$ cat src/rtl/gpio_bank_pkg.sv
// Shared constants, register selector type and address decoder for the
// GPIO bank controller. Assumes byte addressing on a 7-bit offset.
package gpio_bank_pkg;

    localparam int unsigned BUS_W  = 32;
    localparam int unsigned ADDR_W = 7;
    localparam int unsigned MAX_PORTS = 4;

    localparam logic [ADDR_W-1:0] OFS_DATA_A   = 7'h00;
    localparam logic [ADDR_W-1:0] OFS_DIR_A    = 7'h04;
    localparam logic [ADDR_W-1:0] PORT_STRIDE  = 7'h0C;
    localparam logic [ADDR_W-1:0] OFS_IRQ_EN   = 7'h30;
    localparam logic [ADDR_W-1:0] OFS_IRQ_MASK = 7'h34;
    localparam logic [ADDR_W-1:0] OFS_IRQ_TYPE = 7'h38;
    localparam logic [ADDR_W-1:0] OFS_IRQ_POL  = 7'h3C;
    localparam logic [ADDR_W-1:0] OFS_IRQ_STAT = 7'h40;
    localparam logic [ADDR_W-1:0] OFS_IRQ_ACK  = 7'h4C;
    localparam logic [ADDR_W-1:0] OFS_PIN_A    = 7'h50;
    localparam logic [ADDR_W-1:0] PIN_STRIDE   = 7'h04;

    typedef enum logic [3:0] {
        SEL_NONE, SEL_DATA, SEL_DIR, SEL_PIN,
        SEL_EN, SEL_MASK, SEL_TYPE, SEL_POL, SEL_STAT, SEL_ACK
    } reg_sel_e;

    typedef struct packed {
        reg_sel_e   sel;
        logic [1:0] port;
    } reg_hit_t;

    // Map a byte offset to a register selector; ports at or above nports stay unmapped.
    function automatic reg_hit_t decode_addr(input logic [ADDR_W-1:0] a,
                                             input int unsigned nports);
        reg_hit_t h;
        h.sel  = SEL_NONE;
        h.port = 2'd0;
        for (int unsigned p = 0; p < MAX_PORTS; p++) begin
            if (p < nports) begin
                if (a == OFS_DATA_A + 7'(p) * PORT_STRIDE) begin
                    h.sel = SEL_DATA; h.port = 2'(p);
                end
                if (a == OFS_DIR_A + 7'(p) * PORT_STRIDE) begin
                    h.sel = SEL_DIR; h.port = 2'(p);
                end
                if (a == OFS_PIN_A + 7'(p) * PIN_STRIDE) begin
                    h.sel = SEL_PIN; h.port = 2'(p);
                end
            end
        end
        if (a == OFS_IRQ_EN)   h.sel = SEL_EN;
        if (a == OFS_IRQ_MASK) h.sel = SEL_MASK;
        if (a == OFS_IRQ_TYPE) h.sel = SEL_TYPE;
        if (a == OFS_IRQ_POL)  h.sel = SEL_POL;
        if (a == OFS_IRQ_STAT) h.sel = SEL_STAT;
        if (a == OFS_IRQ_ACK)  h.sel = SEL_ACK;
        return h;
    endfunction

endpackage

$ cat src/rtl/gpio_sync.sv
// Two-flop synchroniser for a vector of asynchronous pin inputs.
// Assumes each bit is sampled independently (no multi-bit coherence).
module gpio_sync #(
    parameter int unsigned WIDTH = 32
) (
    input  logic             clk,
    input  logic             rst_n,
    input  logic [WIDTH-1:0] din,
    output logic [WIDTH-1:0] dout
);
    logic [WIDTH-1:0] meta_q;
    logic [WIDTH-1:0] stable_q;

    // Capture the raw pins, then re-register them to settle metastability.
    always_ff @(posedge clk) begin
        if (!rst_n) begin
            meta_q   <= '0;
            stable_q <= '0;
        end else begin
            meta_q   <= din;
            stable_q <= meta_q;
        end
    end

    assign dout = stable_q;

    // Count edges since reset so the two-deep history check starts valid.
    logic [1:0] warm_q;
    always_ff @(posedge clk) begin
        if (!rst_n)              warm_q <= 2'd0;
        else if (warm_q != 2'd2) warm_q <= warm_q + 2'd1;
    end

    a_r2_two_stage_delay: assert property (@(posedge clk) disable iff (!rst_n)
        (warm_q == 2'd2) |-> (dout == $past(din, 2)));

endmodule

$ cat src/rtl/gpio_port_regs.sv
// Output value and direction registers of one pin port.
// Assumes the caller has already decoded the write strobes.
module gpio_port_regs #(
    parameter int unsigned WIDTH = 32
) (
    input  logic             clk,
    input  logic             rst_n,
    input  logic             wr_data,
    input  logic             wr_dir,
    input  logic [WIDTH-1:0] wdata,
    output logic [WIDTH-1:0] data_q,
    output logic [WIDTH-1:0] dir_q
);
    // Hold the value the port drives.
    always_ff @(posedge clk) begin
        if (!rst_n)       data_q <= '0;
        else if (wr_data) data_q <= wdata;
    end

    // Hold which pins are driven (1) or released (0).
    always_ff @(posedge clk) begin
        if (!rst_n)      dir_q <= '0;
        else if (wr_dir) dir_q <= wdata;
    end

endmodule

$ cat src/rtl/gpio_irq_unit.sv
// Per-pin interrupt logic for port A: configuration registers, edge and
// level detection, sticky edge pending bits and a registered combined request.
// Assumes pin_sync is already synchronised to clk.
module gpio_irq_unit #(
    parameter int unsigned WIDTH = 32
) (
    input  logic             clk,
    input  logic             rst_n,
    input  logic             wr_en,
    input  logic             wr_mask,
    input  logic             wr_type,
    input  logic             wr_pol,
    input  logic             wr_ack,
    input  logic [WIDTH-1:0] wdata,
    input  logic [WIDTH-1:0] pin_sync,
    output logic [WIDTH-1:0] en_q,
    output logic [WIDTH-1:0] mask_q,
    output logic [WIDTH-1:0] type_q,
    output logic [WIDTH-1:0] pol_q,
    output logic [WIDTH-1:0] status,
    output logic             irq
);
    logic [WIDTH-1:0] prev_q;
    logic [WIDTH-1:0] edge_pend_q;
    logic [WIDTH-1:0] edge_hit;
    logic [WIDTH-1:0] ack_clr;
    logic [WIDTH-1:0] level_pend;
    logic             irq_q;

    // Software-written configuration: enable, mask, sense type, polarity.
    always_ff @(posedge clk) begin
        if (!rst_n) begin
            en_q   <= '0;
            mask_q <= '0;
            type_q <= '0;
            pol_q  <= '0;
        end else begin
            if (wr_en)   en_q   <= wdata;
            if (wr_mask) mask_q <= wdata;
            if (wr_type) type_q <= wdata;
            if (wr_pol)  pol_q  <= wdata;
        end
    end

    // Keep last cycle's pin levels so edges can be seen.
    always_ff @(posedge clk) begin
        if (!rst_n) prev_q <= '0;
        else        prev_q <= pin_sync;
    end

    // Edge in the sense picked by polarity, level request and acknowledge bits.
    always_comb begin
        edge_hit   = (pol_q & pin_sync & ~prev_q) | (~pol_q & ~pin_sync & prev_q);
        ack_clr    = wr_ack ? wdata : '0;
        level_pend = ~type_q & ~(pin_sync ^ pol_q);
    end

    // Sticky edge pending: set by an enabled edge, cleared by acknowledge; new events win.
    always_ff @(posedge clk) begin
        if (!rst_n) edge_pend_q <= '0;
        else        edge_pend_q <= type_q & ((edge_pend_q & ~ack_clr) | (edge_hit & en_q));
    end

    // Qualified status word seen by software.
    assign status = (edge_pend_q | level_pend) & en_q & ~mask_q;

    // Register the combined request.
    always_ff @(posedge clk) begin
        if (!rst_n) irq_q <= 1'b0;
        else        irq_q <= |status;
    end

    assign irq = irq_q;

    a_r6_edge_sticky: assert property (@(posedge clk) disable iff (!rst_n)
        1'b1 |=> (($past(edge_pend_q & ~ack_clr) & type_q & ~edge_pend_q) == '0));

    a_r5_latch_needs_enable: assert property (@(posedge clk) disable iff (!rst_n)
        1'b1 |=> ((edge_pend_q & ~$past(edge_pend_q) & ~$past(en_q)) == '0));

    a_r9_irq_needs_enable: assert property (@(posedge clk) disable iff (!rst_n)
        irq |-> $past(en_q != '0));

endmodule

$ cat src/rtl/gpio_bank_ctrl.sv
// GPIO bank controller: bus decode, per-port output/direction registers,
// synchronised pin read-back and a port A interrupt unit.
// Assumes PORT_W <= 32 and NUM_PORTS between 1 and 4; reads are combinational.
module gpio_bank_ctrl
    import gpio_bank_pkg::*;
#(
    parameter int unsigned NUM_PORTS = 4,
    parameter int unsigned PORT_W    = 32
) (
    input  logic                          clk,
    input  logic                          rst_n,
    input  logic                          psel,
    input  logic                          penable,
    input  logic                          pwrite,
    input  logic [ADDR_W-1:0]             paddr,
    input  logic [BUS_W-1:0]              pwdata,
    output logic [BUS_W-1:0]              prdata,
    input  logic [NUM_PORTS*PORT_W-1:0]   pin_in,
    output logic [NUM_PORTS*PORT_W-1:0]   pin_out,
    output logic [NUM_PORTS*PORT_W-1:0]   pin_oe,
    output logic                          irq
);
    localparam int unsigned PIN_W = NUM_PORTS * PORT_W;

    logic             wr_stb;
    reg_hit_t         hit;
    logic [PORT_W-1:0] wval;
    logic [PIN_W-1:0]  pin_sync;
    logic [PORT_W-1:0] data_q   [NUM_PORTS];
    logic [PORT_W-1:0] dir_q    [NUM_PORTS];
    logic [PORT_W-1:0] pin_view [NUM_PORTS];
    logic [PORT_W-1:0] en_q, mask_q, type_q, pol_q, status;
    logic [PORT_W-1:0] rd_val;

    // Decode the access once for writes and reads.
    assign wr_stb = psel & penable & pwrite;
    assign hit    = decode_addr(paddr, NUM_PORTS);
    assign wval   = pwdata[PORT_W-1:0];

    gpio_sync #(.WIDTH(PIN_W)) u_sync (
        .clk  (clk),
        .rst_n(rst_n),
        .din  (pin_in),
        .dout (pin_sync)
    );

    for (genvar p = 0; p < NUM_PORTS; p++) begin : g_port
        gpio_port_regs #(.WIDTH(PORT_W)) u_regs (
            .clk    (clk),
            .rst_n  (rst_n),
            .wr_data(wr_stb && hit.sel == SEL_DATA && hit.port == 2'(p)),
            .wr_dir (wr_stb && hit.sel == SEL_DIR  && hit.port == 2'(p)),
            .wdata  (wval),
            .data_q (data_q[p]),
            .dir_q  (dir_q[p])
        );
        assign pin_out[p*PORT_W +: PORT_W] = data_q[p];
        assign pin_oe[p*PORT_W +: PORT_W]  = dir_q[p];
        assign pin_view[p]                 = pin_sync[p*PORT_W +: PORT_W];
    end

    gpio_irq_unit #(.WIDTH(PORT_W)) u_irq (
        .clk     (clk),
        .rst_n   (rst_n),
        .wr_en   (wr_stb && hit.sel == SEL_EN),
        .wr_mask (wr_stb && hit.sel == SEL_MASK),
        .wr_type (wr_stb && hit.sel == SEL_TYPE),
        .wr_pol  (wr_stb && hit.sel == SEL_POL),
        .wr_ack  (wr_stb && hit.sel == SEL_ACK),
        .wdata   (wval),
        .pin_sync(pin_view[0]),
        .en_q    (en_q),
        .mask_q  (mask_q),
        .type_q  (type_q),
        .pol_q   (pol_q),
        .status  (status),
        .irq     (irq)
    );

    // Read-back multiplexer; acknowledge and unmapped offsets read zero.
    always_comb begin
        unique case (hit.sel)
            SEL_DATA: rd_val = data_q[hit.port];
            SEL_DIR:  rd_val = dir_q[hit.port];
            SEL_PIN:  rd_val = pin_view[hit.port];
            SEL_EN:   rd_val = en_q;
            SEL_MASK: rd_val = mask_q;
            SEL_TYPE: rd_val = type_q;
            SEL_POL:  rd_val = pol_q;
            SEL_STAT: rd_val = status;
            default:  rd_val = '0;
        endcase
    end

    assign prdata = (psel && !pwrite) ? BUS_W'(rd_val) : '0;

    a_r4_dir_write_reaches_oe: assert property (@(posedge clk) disable iff (!rst_n)
        (wr_stb && paddr == OFS_DIR_A) |=> (pin_oe[PORT_W-1:0] == $past(pwdata[PORT_W-1:0])));

    a_r10_unmapped_reads_zero: assert property (@(posedge clk) disable iff (!rst_n)
        (psel && !pwrite && hit.sel == SEL_NONE) |-> (prdata == '0));

endmodule

$ cat config.mk
export PLATFORM = sky130hd
export DESIGN_NAME = gpio_bank_ctrl
export DESIGN_NICKNAME = d
export VERILOG_FILES = /design/src/rtl/gpio_bank_pkg.sv /design/src/rtl/gpio_sync.sv /design/src/rtl/gpio_port_regs.sv /design/src/rtl/gpio_irq_unit.sv /design/src/rtl/gpio_bank_ctrl.sv
export SDC_FILE = /design/constraint.sdc
export NUM_CORES = 2
export LEC_CHECK = 0
export ABC_AREA = 0
export BUFFER_PORTS_ARGS = -buffer_cell sky130_fd_sc_hd__buf_2
export CAP_MARGIN = 20
export CORE_UTILIZATION = 45
export CTS_CLUSTER_SIZE = 12
export DETAILED_ROUTE_END_ITERATION = 10
export PLACE_DENSITY_LB_ADDON = 0.25
export SLEW_MARGIN = 40
export SYNTH_ARGS = -nofsm -noshare
export SYNTH_HDL_FRONTEND = slang
export SYNTH_SLANG_ARGS = --single-unit
$ cat constraint.sdc
create_clock -name clk -period 1.8 [get_ports clk]
set_input_delay 0.09 -clock clk [delete_from_list [all_inputs] [get_ports clk]]
set_output_delay 0.09 -clock clk [all_outputs]
set_load 0.005 [all_outputs]
# ---- After elaboration in Yosys (flattened, before gate mapping)
# Cells that the tools add are included.
dict set report word_totals {
  output_inout_bits 289
  in_bits 172
  elab_cells 121
  register_bits 705
}
dict set report classes {
  n_bitwise 24
  reduce_logical 20
  magnitude_cmp 1
  n_mux 30
  eq_ne 29
}
# cell n
set ops {}
lappend ops {{bitwise AND 32 bit} 10}
lappend ops {{2-to-1 mux 32 bit} 8}
lappend ops {{case mux 32 bit (8 select lines)} 1}
lappend ops {{NOT 32 bit} 7}
lappend ops {{binary-select mux 32 bit (select 2 bit)} 3}
lappend ops {{OR 32 bit} 3}
lappend ops {{2-to-1 mux 6 bit} 11}
lappend ops {{== test 7 x 6 -> 1 bit, second input constant} 6}
lappend ops {{== test 7 bit, second input constant} 6}
lappend ops {{OR reduction 32 bit} 1}
lappend ops {{bitwise XOR 32 bit} 1}
lappend ops {{2-to-1 mux 4 bit} 6}
lappend ops {{== test 7 x 5 -> 1 bit, second input constant} 3}
lappend ops {{== test 4 x 3 -> 1 bit, second input constant} 4}
lappend ops {{logical AND 1 bit} 16}
lappend ops {{== test 4 x 2 -> 1 bit, second input constant} 2}
lappend ops {{== test 4 bit, second input constant} 2}
lappend ops {{== test 7 x 3 -> 1 bit, second input constant} 1}
lappend ops {{== test 7 x 4 -> 1 bit, second input constant} 1}
lappend ops {{logical NOT 7 bit} 1}
lappend ops {{== test 2 bit, second input constant} 2}
lappend ops {{== test 4 x 1 -> 1 bit, second input constant} 1}
lappend ops {{greater-or-equal comparator 3 bit, second input constant} 1}
lappend ops {{2-to-1 mux 3 bit} 1}
lappend ops {{5 further kinds} 6}

# ---- Longest topological paths before layout
dict set report depth {
  word_depth 26
  mapped_depth 11
  mapped_depth_nobuf 8
}

# ---- Hierarchy
# Synthesis repeated with hierarchy kept, for this count alone.
dict set report hier_totals {
  hier_cells 2963
  hier_area_um2 31021.0
}
# module cells_per_inst area_per_inst_um2 instances seq_area_each_um2
set by_module_without_submodules {}
lappend by_module_without_submodules {gpio_port_regs 207 2492.4 4 1281.2}
lappend by_module_without_submodules {gpio_irq_unit 926 9101.2 1 3863.7}
lappend by_module_without_submodules {gpio_sync 540 6870.3 1 5124.9}
lappend by_module_without_submodules {gpio_bank_ctrl 669 5079.9 1 0.0}

# ---- Worst setup path before layout
# No wires, ideal clock.
dict set report synth_timing {
  path_type {input to output}
  startpoint {input paddr[3]}
  endpoint {output prdata[0]}
  setup_slack_ps -217
  n_path_buf 4
  t_arrival_ps 1927
  stages 9
  t_required_ps 1710
  path_cell_list {buf_4 > buf_4 > buf_2 > buf_1 > mux4_2 > o2bb2ai_1 > a31oi_1 > o21ai_0 > a221o_1}
}
dict set report synth_between {
  elab_chain_len 22
  word_cells_on_any_way 56
  classes_between {eq/ne (25); mux (29); bitwise (1); reduce/logical (1)}
}
# element line
set synth_rtl {}
lappend synth_rtl {{start: declaration} gpio_bank_ctrl.sv:15} ;# input logic [ADDR_W-1:0] paddr,
lappend synth_rtl {{logical NOT 7 bit} gpio_bank_pkg.sv:39} ;# if (a == OFS_DATA_A + 7'(p) * PORT_STRIDE) begin
lappend synth_rtl {{2-to-1 mux 3 bit} gpio_bank_pkg.sv:39}
lappend synth_rtl {{2-to-1 mux 6 bit} gpio_bank_pkg.sv:42} ;# if (a == OFS_DIR_A + 7'(p) * PORT_STRIDE) begin
lappend synth_rtl {{2-to-1 mux 6 bit} gpio_bank_pkg.sv:45} ;# if (a == OFS_PIN_A + 7'(p) * PIN_STRIDE) begin
lappend synth_rtl {{2-to-1 mux 6 bit} gpio_bank_pkg.sv:39}
lappend synth_rtl {{2-to-1 mux 6 bit} gpio_bank_pkg.sv:42}
lappend synth_rtl {{2-to-1 mux 6 bit} gpio_bank_pkg.sv:45}
lappend synth_rtl {{2-to-1 mux 6 bit} gpio_bank_pkg.sv:39}
lappend synth_rtl {{[6 not listed]} n/a}
lappend synth_rtl {{2-to-1 mux 4 bit} gpio_bank_pkg.sv:51} ;# if (a == OFS_IRQ_MASK) h.sel = SEL_MASK;
lappend synth_rtl {{2-to-1 mux 4 bit} gpio_bank_pkg.sv:52} ;# if (a == OFS_IRQ_TYPE) h.sel = SEL_TYPE;
lappend synth_rtl {{2-to-1 mux 4 bit} gpio_bank_pkg.sv:53} ;# if (a == OFS_IRQ_POL) h.sel = SEL_POL;
lappend synth_rtl {{2-to-1 mux 4 bit} gpio_bank_pkg.sv:54} ;# if (a == OFS_IRQ_STAT) h.sel = SEL_STAT;
lappend synth_rtl {{2-to-1 mux 4 bit} gpio_bank_pkg.sv:55} ;# if (a == OFS_IRQ_ACK) h.sel = SEL_ACK;
lappend synth_rtl {{== test 4 bit (tied with other cells)} gpio_bank_ctrl.sv:82} ;# unique case (hit.sel)
lappend synth_rtl {{case mux 32 bit (8 select lines) (*)} gpio_bank_ctrl.sv:82}
lappend synth_rtl {{2-to-1 mux 32 bit (*)} gpio_bank_ctrl.sv:95} ;# assign prdata = (psel && !pwrite) ? BUS_W'(rd_val) : '0;
lappend synth_rtl {{end: declaration} gpio_bank_ctrl.sv:17} ;# output logic [BUS_W-1:0] prdata,
# Mark *: on every way between the ends. The rest lies on a longest branch, timed or not. The select of a mux whose other input is x is not followed.

# ---- Worst setup path in the final report
dict set report layout_timing {
  startpoint {input paddr[6]}
  endpoint {output prdata[27]}
}
# Same word-level chain as after synthesis.

==> impl_metrics.py <==
metrics = {
    "synthesis": {
        "synth-edff-count": 0,
        "yosysSeqAreaShare_pct": 48.6,
        "netlist_area_mm2": 0.0290,
        "ys_async_sr_fraction_pct": 0,
        "yosysUniqueCellTypes": 67,
        "syn-instance-count": 3207,
        "yosysWarnings": 0,
        "synth_flop_cell": "dfxtp_1",
        "syn_nets": 3443,
        "ys_seq_elements": 705,
        "syn_avg_cell_area_um2": 9.05,
    },
    "timing": {
        "setup_viol": 33,
        "timing.fmax_ghz": 0.359,
        "worst_slew_pin_slew_ns": 0.884,
        "drv_slew": 0,
        "post-route-period-util_pct": 155,
        "min_period_ns": 2.79,
        "fin_setup_tns_ns": -24.94,
        "skew_ns": 0.0249,
        "slew_headroom_pct": 41.0,
        "finalWorstSetupSlack_ns": -0.988,
        "whs_ns": 0.178,
        "rsz0062_at_grt": "true",
        "hold_violations": 0,
    },
    "pwr": {
        "sequentialPowerShare_pct": 46.9,
        "total_power_mw": 34.1,
        "p_leak_nw": 16.7,
        "ir_worst_vdd_mv": 0.626,
        "swShare_pct": 23.5,
        "powerDensity_mw_per_mm2": 837,
        "clockPowerShare_pct": 46.4,
        "power_frac_comb_pct": 6.7,
        "p_int_mw": 26.1,
        "p_sw_mw": 8.03,
    },
    "placement": {
        "hpwl_mm": 84.6,
        "numPortBuffers": 460,
        "dp_cells": 4647,
        "place.gp.congestion": 0.979,
    },
    "floorplan": {
        "ios": 461,
        "core_mm2": 0.0634,
        "start_util_pct": 45.8,
        "die_w_um": 256,
        "fp-row-count": 92,
        "dieArea_mm2": 0.0655,
        "die_h_um": 256,
    },
    "setup_path": {
        "reg2reg_depth": 10,
        "critPathLaunchType": "input port",
        "worstPathArrival_ns": 2.70,
        "crit_type": "input port to output pin",
        "critPathRequiredTime_ns": 1.71,
        "worst_setup_path_end_kind": "output pin",
        "critPathMaxFanout": 5,
    },
    "grt": {
        "antenna_found_initial": 7,
        "grt_max_degree": 107,
        "gr-usage-all-layers_pct": 34.9,
        "grt_pass1_vias": 26442,
        "gr-total-overflow": 0,
        "global_route.usage.met2_pct": 57.0,
        "grt_use_met1_pct": 43.6,
        "grt_pass1_wl_mm": 171,
        "grt.busiest_layer": "met2",
        "grt.met3_usage_pct": 6.72,
    },
    "finish": {
        "fillers": 5209,
        "drive_gt1_share_pct": 31.7,
        "ff_latch_area_mm2": 0.0142,
        "final_nets": 4333,
        "antenna_cells": 0,
        "fin_cells": 4993,
        "multi_input_area_mm2": 0.0141,
        "final_common_cell": "dfxtp_1",
        "final_cell_mix": "dfxtp_1 (653), nand2_1 (584), buf_2 (454)",
        "synthToLayoutAreaGrowth_pct": 40.5,
    },
    "clocking": {
        "clk_latency_ns": 0.65,
        "clkSlewWorstSetupHoldPaths_ns": 0.06,
        "clock_sinks": 705,
        "cts_tree": "yes",
        "root_buffer": "clkbuf_16",
        "cts_made_buffers": 77,
        "cts_max_path_buffers": 3,
        "htreeDepth": 3,
    },
    "drt": {
        "drc": 0,
        "drt_iter0_markers": 3252,
        "first_pass_iters": 11,
        "drt-wirelength-per-cell_um": 23.8,
        "wirelength_mm": 119,
        "vias_per_cell": 5.57,
        "vias": 27810,
        "postRouteAntennaNets": 0,
    },
    "hold_path": {
        "hp-class": "input port to flop",
        "holdPathStages": 7,
    },
    "flow_run": {
        "drv_cap": 0,
    },
    "outcome": {
        "failed_checks": "setup timing",
        "status": "finished with violations",
    },
}
timing repair:
item                                   CTS  global route
pin swaps                              122           100
setup buffers                           52            28
hold buffers                           161             0
setup endpoints to repair               33            68
endpoints found under the hold margin  513             0
gates cloned                             3             3
gates resized for setup                235            90
through the flow:
stage	util [%]	instance area, um2	setup slack (ns)
finish	64.3	40800	-0.988
global route	64.3	40800	-0.925
CTS	63.6	40300	-0.856
detailed placement	55.3	35100	-0.946
global placement	55.3	35100	-0.923
floorplan	-	29100	-0.0624
power by group through the flow:
stage	Combinational, mW	Sequential, mW	Clock, mW
after floorplan	0.906	16.3	0
after global placement	1.83	16.3	0
after detailed placement	1.83	16.3	0
after CTS	2.17	16.0	15.9
after global routing	2.40	16.0	16.5
final	2.28	16.0	15.8
final timing paths:
| path | slack [ns] | startpoint | to |
|---|---|---|---|
| min reg2reg | 0.43 | u_sync.meta_q[9] | u_sync.dout[9] |
| max | -0.99 | paddr[6] | prdata[27] |
| min | 0.18 | paddr[2] | u_irq.mask_q[13] |
| max reg2reg | -0.08 | u_irq.pol_q[15] | u_irq.irq |
per-layer routing:
metal | share of wire [%] | vias up
met5 | 0.034 | -
met1 | 39 | 13341
met2 | 46 | 1460
li1 | - | 12717
met3 | 8.9 | 286
met4 | 5.6 | 6
cell families after synthesis:
group	after synthesis	synth area share (%)
compound gates	675	16.1
xor+xnor	3	0.0905
fa+ha+maj	64	2.76
buf+inv	368	5.29
flops	705	48.6
mux	130	6.00
simple gates	1262	21.2
area by class of cell:
cell class,instances,area share (%)
flip-flops and latches,705,34.8
multi-input cells,2134,34.7
repair buffers,1079,20.9
clock buffers,108,5.26
well taps,846,2.60
inverters,100,0.939
clock inverters,21,0.868
state kept, by name, indices dropped and copies added, names as in the netlist:
signal and count:
u_irq.irq 1, u_irq.edge_pend_q 32, g_port.u_regs.dir_q 128, u_irq.mask_q 32, u_irq.en_q 32, u_irq.pol_q 32
u_irq.type_q 32, u_sync.dout 128, u_irq.prev_q 32, g_port.u_regs.data_q 128, u_sync.meta_q 128
synthesized netlist by cell type (all sizes together), types with 76 or more instances:
master  instances  share of area [%]
a21boi        193                5.0
a21oi          97                1.7
a222oi         88                3.0
and2          291                6.3
buf            86                1.6
clkbuf        182                2.4
dfxtp         705                 49
inv           100                1.3
nand2         585                7.6
nand3         160                2.8
nor2           76               0.99
nor2b          97                2.1
o21ai         197                3.4
worst max-delay path, cell delays in order:
cell and delay [ns]:
buf_8 0.10, or3b_4 0.25, nor3_4 0.04, or3_4 0.43
buf_12 0.15, buf_12 0.12, buf_12 0.12, a222oi_1 0.65
buf_4 0.25, a21oi_2 0.05, a221o_1 0.29, buf_2 0.14
(Power assumes the default switching activity.)
